<file path="src/rtl/usb_ocp_pkg.sv">
package usb_ocp_pkg;

    // Over-current tracking states
    typedef enum logic {
        OC_NORMAL = 1'b0,
        OC_FAULT  = 1'b1
    } oc_state_e;

    localparam int unsigned OC_MIN_SYNC = 1;

endpackage

</file>
<file path="src/rtl/usb_ocp_sync.sv">
module usb_ocp_sync #(
    parameter int unsigned STAGES = 2
) (
    input  logic clk,
    input  logic rst_n,
    input  logic d_i,
    output logic q_o
);

    localparam int unsigned LAST = STAGES - 1;

    logic [LAST:0] chain_q;

    generate
        if (STAGES == 1) begin : g_single
            always_ff @(posedge clk) begin
                if (!rst_n) chain_q <= '0;
                else        chain_q <= d_i;
            end
        end else begin : g_multi
            always_ff @(posedge clk) begin
                if (!rst_n) chain_q <= '0;
                else        chain_q <= {chain_q[LAST-1:0], d_i};
            end
        end
    endgenerate

    assign q_o = chain_q[LAST];

endmodule

</file>
<file path="src/rtl/usb_ocp_fsm.sv">
module usb_ocp_fsm
    import usb_ocp_pkg::*;
(
    input  logic clk,
    input  logic rst_n,
    input  logic oc_sync_i,
    output logic oca_o,
    output logic rise_evt_o,
    output logic fall_evt_o
);

    oc_state_e state_q, state_d;

    // State register
    always_ff @(posedge clk) begin
        if (!rst_n) state_q <= OC_NORMAL;
        else        state_q <= state_d;
    end

    // Next state and outputs
    always_comb begin
        state_d    = state_q;
        oca_o      = 1'b0;
        rise_evt_o = 1'b0;
        fall_evt_o = 1'b0;
        unique case (state_q)
            OC_NORMAL: begin
                if (oc_sync_i) begin        // fault_seen
                    state_d    = OC_FAULT;
                    rise_evt_o = 1'b1;
                end
            end
            OC_FAULT: begin
                oca_o = 1'b1;
                if (!oc_sync_i) begin       // fault_gone
                    state_d    = OC_NORMAL;
                    fall_evt_o = 1'b1;
                end
            end
            default: state_d = OC_NORMAL;
        endcase
    end

endmodule

</file>
<file path="src/rtl/usb_ocp_regs.sv">
module usb_ocp_regs #(
    parameter bit CLEAR_PP_ON_OC = 1'b1
) (
    input  logic clk,
    input  logic rst_n,
    input  logic oca_i,
    input  logic rise_evt_i,
    input  logic fall_evt_i,
    input  logic pe_wr_i,
    input  logic pe_wdata_i,
    input  logic pp_wr_i,
    input  logic pp_wdata_i,
    input  logic occ_clr_i,
    input  logic pcd_clr_i,
    output logic occ_o,
    output logic pe_o,
    output logic pp_o,
    output logic pcd_o
);

    logic occ_q, pe_q, pp_q, pcd_q;
    logic chg_evt, pcd_set, pp_drop;

    assign chg_evt = rise_evt_i | fall_evt_i;
    assign pcd_set = chg_evt & ~occ_q;

    generate
        if (CLEAR_PP_ON_OC) begin : g_pp_cut
            assign pp_drop = rise_evt_i;
        end else begin : g_pp_keep
            assign pp_drop = 1'b0;
        end
    endgenerate

    // Change flag: set wins over clear
    always_ff @(posedge clk) begin
        if (!rst_n)         occ_q <= 1'b0;
        else if (chg_evt)   occ_q <= 1'b1;
        else if (occ_clr_i) occ_q <= 1'b0;
    end

    // Port-change flag: set on change-flag rise, set wins
    always_ff @(posedge clk) begin
        if (!rst_n)         pcd_q <= 1'b0;
        else if (pcd_set)   pcd_q <= 1'b1;
        else if (pcd_clr_i) pcd_q <= 1'b0;
    end

    // Port enable: dropped on fault onset, writes of one blocked in fault
    always_ff @(posedge clk) begin
        if (!rst_n)          pe_q <= 1'b0;
        else if (rise_evt_i) pe_q <= 1'b0;
        else if (pe_wr_i && !(oca_i && pe_wdata_i))
                             pe_q <= pe_wdata_i;
    end

    // Port power
    always_ff @(posedge clk) begin
        if (!rst_n)       pp_q <= 1'b0;
        else if (pp_drop) pp_q <= 1'b0;
        else if (pp_wr_i) pp_q <= pp_wdata_i;
    end

    assign occ_o = occ_q;
    assign pe_o  = pe_q;
    assign pp_o  = pp_q;
    assign pcd_o = pcd_q;

endmodule

</file>
<file path="src/rtl/usb_port_ocp.sv">
module usb_port_ocp
    import usb_ocp_pkg::*;
#(
    parameter int unsigned SYNC_STAGES    = 2,
    parameter bit          CLEAR_PP_ON_OC = 1'b1
) (
    input  logic clk,
    input  logic rst_n,
    input  logic oc_ext_i,
    input  logic cap_ppc_i,
    input  logic cfg_flag_i,
    input  logic pce_i,
    input  logic pe_wr_i,
    input  logic pe_wdata_i,
    input  logic pp_wr_i,
    input  logic pp_wdata_i,
    input  logic occ_clr_i,
    input  logic pcd_clr_i,
    output logic oca_o,
    output logic occ_o,
    output logic pe_o,
    output logic pp_o,
    output logic ppe_o,
    output logic pcd_o,
    output logic irq_o
);

    localparam int unsigned N_SYNC = (SYNC_STAGES < OC_MIN_SYNC) ? OC_MIN_SYNC : SYNC_STAGES;

    logic oc_sync, oca, rise_evt, fall_evt;

    usb_ocp_sync #(.STAGES(N_SYNC)) u_sync (
        .clk   (clk),
        .rst_n (rst_n),
        .d_i   (oc_ext_i),
        .q_o   (oc_sync)
    );

    usb_ocp_fsm u_fsm (
        .clk        (clk),
        .rst_n      (rst_n),
        .oc_sync_i  (oc_sync),
        .oca_o      (oca),
        .rise_evt_o (rise_evt),
        .fall_evt_o (fall_evt)
    );

    usb_ocp_regs #(.CLEAR_PP_ON_OC(CLEAR_PP_ON_OC)) u_regs (
        .clk        (clk),
        .rst_n      (rst_n),
        .oca_i      (oca),
        .rise_evt_i (rise_evt),
        .fall_evt_i (fall_evt),
        .pe_wr_i    (pe_wr_i),
        .pe_wdata_i (pe_wdata_i),
        .pp_wr_i    (pp_wr_i),
        .pp_wdata_i (pp_wdata_i),
        .occ_clr_i  (occ_clr_i),
        .pcd_clr_i  (pcd_clr_i),
        .occ_o      (occ_o),
        .pe_o       (pe_o),
        .pp_o       (pp_o),
        .pcd_o      (pcd_o)
    );

    assign oca_o = oca;
    assign ppe_o = pp_o & (~cap_ppc_i | cfg_flag_i);
    assign irq_o = pcd_o & pce_i;

endmodule

</file>
<file path="config.mk">
export PLATFORM = sky130hd
export DESIGN_NAME = usb_port_ocp
export DESIGN_NICKNAME = d
export VERILOG_FILES = /design/src/rtl/usb_ocp_pkg.sv /design/src/rtl/usb_ocp_sync.sv /design/src/rtl/usb_ocp_fsm.sv /design/src/rtl/usb_ocp_regs.sv /design/src/rtl/usb_port_ocp.sv
export SDC_FILE = /design/constraint.sdc
export NUM_CORES = 1
export LEC_CHECK = 0
export BUFFER_PORTS_ARGS = -buffer_cell sky130_fd_sc_hd__clkbuf_2
export CELL_PAD_IN_SITES_DETAIL_PLACEMENT = 1
export CELL_PAD_IN_SITES_GLOBAL_PLACEMENT = 1
export CORE_AREA = 2 2 39 41
export DETAILED_ROUTE_END_ITERATION = 10
export DIE_AREA = 0 0 41 43
export HOLD_SLACK_MARGIN = 0.08
export PLACE_DENSITY_LB_ADDON = 0.1
export SYNTH_ARGS = -nofsm -noshare
export SYNTH_HDL_FRONTEND = slang
export SYNTH_SLANG_ARGS = --single-unit
</file>
<file path="constraint.sdc">
create_clock -name clk -period 1.9 [get_ports clk]
set_input_delay 0.38 -clock clk [delete_from_list [all_inputs] [get_ports clk]]
set_output_delay 0.38 -clock clk [all_outputs]
set_load 0.02 [all_outputs]
</file>
After elaboration in Yosys (flattened, before gate mapping)
Cells that the tools add are included.
{ "word_totals": {"regBits": 7, "in_bits": 12, "wordCells": 29} }
{ "op_classes": {"n_mux": 9, "bitwise": 8, "n_reduce_logical": 6} }
{ "op_table": {"columns": ["operator", "n"], "rows": [
  ["$mux 1", 9],
  ["$reduce_bool 2->1", 2],
  ["$and 1x1->1", 3],
  ["$not 1->1", 3],
  ["$logic_and 1x1->1", 2],
  ["$or 1x1->1", 2],
  ["$reduce_or 2->1", 1],
  ["$logic_not 1->1", 1]
]} }

Longest topological paths before layout
{ "depth": {"word_depth": 5, "depth_mapped": 4, "mapped_depth_nobuf": 4} }

Modules after synthesis
From an unflattened synthesis, not the netlist that was laid out.
{ "unflattened": {"hier_cells": 26, "area_unflattened_um2": 271.5} }
{ "modules_own_cells": {"columns": ["module", "instances", "cells_each", "area_each_um2", "seq_area_each_um2"], "rows": [
  ["usb_ocp_regs", 1, 15, 162.7, 80.1],
  ["usb_ocp_sync", 1, 4, 52.6, 40.0],
  ["usb_ocp_fsm", 1, 4, 38.8, 20.0],
  ["usb_port_ocp", 1, 3, 17.5, 0.0]
]} }

Worst setup path after synthesis
No wires, ideal clock.
{ "synth_path": {"path_type": "register to output", "start": "register u_regs.pp_q, in the netlist u_regs.pp_o", "end": "output ppe_o", "arrival_time_ns": 0.987, "required_ns": 1.520, "path_slack_ns": 0.533, "path_stages_with_launch": 2, "n_path_buf": 0, "cell_sequence": "dfxtp_1 > a21boi_0"} }
{ "synth_between": {"elab_chain_len": 1} }
{ "synth_lines": {"columns": ["element", "line", "rtl"], "rows": [
  ["start, declared", "usb_ocp_regs.sv:21", "logic occ_q, pe_q, pp_q, pcd_q;"],
  ["start signal, assigned", "usb_ocp_regs.sv:61", "else if (pp_wr_i) pp_q <= pp_wdata_i;"],
  ["$and 1x1->1", "usb_port_ocp.sv:67", "assign ppe_o = pp_o & (~cap_ppc_i | cfg_flag_i);"],
  ["end, declared", "usb_port_ocp.sv:23", "output logic ppe_o,"]
]} }
Every way passes these cells.

Worst setup path after layout
Ends and elaborated chain as after synthesis.

==> results.md <==
* Outcome: complete, no violations
* Final GP Congestion at 0.547
* R2R Setup Slk at about 0.90 ns
* N_diodes at 0
* Share of cells above drive strength 1 at 45.8%
* Final Hold Viols at 0
* Util after Layout at between 20% and 30%
* DP HPWL at around 480 um
* Crit Path Class: reg -> out
* CP arrival at between 0.9 and 1 ns
* Number of top-level pins at 19
* P_leak at 0.211 nW
* Final setup viols at 0
* Vias at 251
* Net Count, Synth at 39
* Clk Latency, worst-skew pair at 0.25 ns
* Post-layout min period at 1.33 ns
* VDD IR max at around 240 uV
* Yosys reg bits at 7
* Final worst-path cycle share at roughly 70%
* Hold path cells at 2
* Largest net degree at the start of global routing at 7
* Net switching power at between 0.00007 and 0.00008 W
* Global-route wire length before repair at between 800 and 900 um
* Initial antenna violation count at 0
* Worst Hold Slack at around 0.34 ns
* Setup TNS at 0 ns
* Antenna-violating nets left at 0
* Worst Path Required at ~1.5 ns
* Post-synthesis sequential area ratio at between 50% and 60%
* Global route overflow at 0
* TritonCTS clock tree: yes
* RSZ-0062 raised after global routing: no
* Pwr per Cell Area at roughly 830 nW/um2
* Mean Syn Cell Area at between 10 and 15 um2
* Warnings, synthesis at 0
* Hold EP: u_sync.chain_q[0]
* Clk pwr share at about two fifths
* DRC viols at 0
* Fmax at 750 MHz
* Worst Reg-to-Reg Cells at 4
* DR iter-0 viols at 0
* Initial Util at between 15 and 20%
* Max-slew violations at 0
* Total clock sinks at 7
* Die Ht at 43 um
* H-Tree Depth at 1
* IO buf count at 18
* Syn-to-layout area delta at 50.7%
* Cts repair resizes at 0
* FP Rows at 14
* CTS buffer count at 3
* Vias in the first global route at ~230
* Internal at around 0.00026 W
* Post-CTS Setup Inserts at 0
* Crit Reg-Reg Endpoint: u_regs.pcd_o
* HP Class: in -> reg
* Via density at slightly below 4
* Worst slew pin tran at around 0.12 ns
* WL/cell at slightly below 9 um
* R2R Path Start: u_fsm.state_q
* Crit path max fanout at 3
* Core footprint at about 1400 um2
* Drt pass-1 iters at 1
* Die area at 1760 um2
* Clock buffer depth at 2
* Worst-path clk slew at approximately 0.050 ns
* Clk root buf: clkbuf_4
* Nets at 62
* Mapped Cells at 26
* Max Cap Violations at 0
* Mapped Area at 269 um2
* Gr usage total at approximately 8.0%
* CP endpoint kind: output pin
* Sw Ratio at 23.1%
* CP Launch Type: flip-flop
* Seq pwr share at 47.5%
* Netlist cell types at 12
* Crit path from: u_regs.pp_o
* Post-Route WL at roughly 560 um
* DIE WIDTH at 41 um
* Worst Hold Launch: oc_ext_i
* Total Power at 0.000335 W
* Slew margin rel. at 91.9%
* Worst Clk Skew at 0.00329 ns
* Hold Buf Count CTS at 0
* Power share of the combinational group at about an eighth
## how the worst max path moves through the flow
| stage | end | cells after the start |
|---|---|---|
| 3_3_place_gp | ppe_o | 4 |
| 4_1_cts | ppe_o | 2 |
| 2_1_floorplan | ppe_o | 1 |
| 3_5_place_dp | ppe_o | 4 |
| 6_report | ppe_o | 2 |
| 5_1_grt | ppe_o | 2 |
## cell usage in the layout, fill, tap and decap left out
master / synthesis / final
clkbuf_2: 0 / 18
o221a_2: 1 / 1
o21a_1: 1 / 1
clkbuf_1: 0 / 1
nand2b_1: 1 / 1
ha_1: 1 / 1
nor2_1: 1 / 1
nor2b_1: 3 / 3
a21boi_0: 2 / 2
and2_1: 4 / 4
dfxtp_1: 7 / 7
mux2i_1: 1 / 1
clkbuf_4: 0 / 3
and2b_1: 1 / 1
inv_1: 3 / 3
## layout make-up
class                      count  area (um2)
fill                         178         978
sequential                     7         140
multi-input combinational     16         118
timing repair buffer          18        90.1
clock buffer                   4        26.3
tap                           16        20.0
inverter                       3        11.3
## logic make-up after synthesis
| family | Yosys count | share of synthesized area (%) |
|---|---|---|
| flops | 7 | 52.1 |
| compound gates | 4 | 12.6 |
| buf+inv | 3 | 4.19 |
| simple gates | 10 | 22.8 |
| fa+ha+maj | 1 | 4.65 |
| mux | 1 | 3.72 |
## registers in the layout (all words and copies together) (netlist names)
| register | count |
|---|---|
| u_fsm.state_q | 1 |
| u_regs.occ_o | 1 |
| u_regs.pcd_o | 1 |
| u_regs.pe_o | 1 |
| u_regs.pp_o | 1 |
| u_sync.chain_q | 2 |
## metal layers
layer / vias to the layer above / wire (um) / track usage (%)
met5: - / 0 / 0
met4: 0 / 0 / 6.00
met3: 0 / 92 / 7.85
met2: 16 / 259 / 10.6
met1: 106 / 207 / 7.12
li1: 129 / - / -
## power by group through the flow
stage / Clock [W] / Combinational [W] / Sequential [W]
floorplan: 0 / 0.0000161 / 0.000169
global placement: 0 / 0.0000434 / 0.000162
detailed placement: 0 / 0.0000447 / 0.000162
CTS: 0.000141 / 0.0000448 / 0.000159
global route: 0.000150 / 0.0000498 / 0.000160
finish: 0.000132 / 0.0000438 / 0.000159
## cells in the mapped netlist, drive strengths merged
master / number / area share, %
a21boi: 2 / 5.6
mux2i: 1 / 3.7
and2: 4 / 9.3
dfxtp: 7 / 52
o21a: 1 / 2.8
nor2: 1 / 1.4
nor2b: 3 / 7.0
nand2b: 1 / 2.3
inv: 3 / 4.2
and2b: 1 / 2.8
ha: 1 / 4.7
o221a: 1 / 4.2
## per-stage QoR
stage / std cells / cell area, um2 / setup WS, ns
after global placement: 60 / 379 / 0.711
after floorplan: 26 / 269 / 0.533
after global routing: 64 / 405 / 0.445
after detailed placement: 60 / 379 / 0.681
after CTS: 64 / 405 / 0.545
final: 64 / 405 / 0.566
## worst max-delay path, cell delays in order (launching register included)
cell,delay (ns)
dfxtp_1,0.33
a21boi_0,0.18
clkbuf_2,0.19
(Power assumes the default switching activity.)
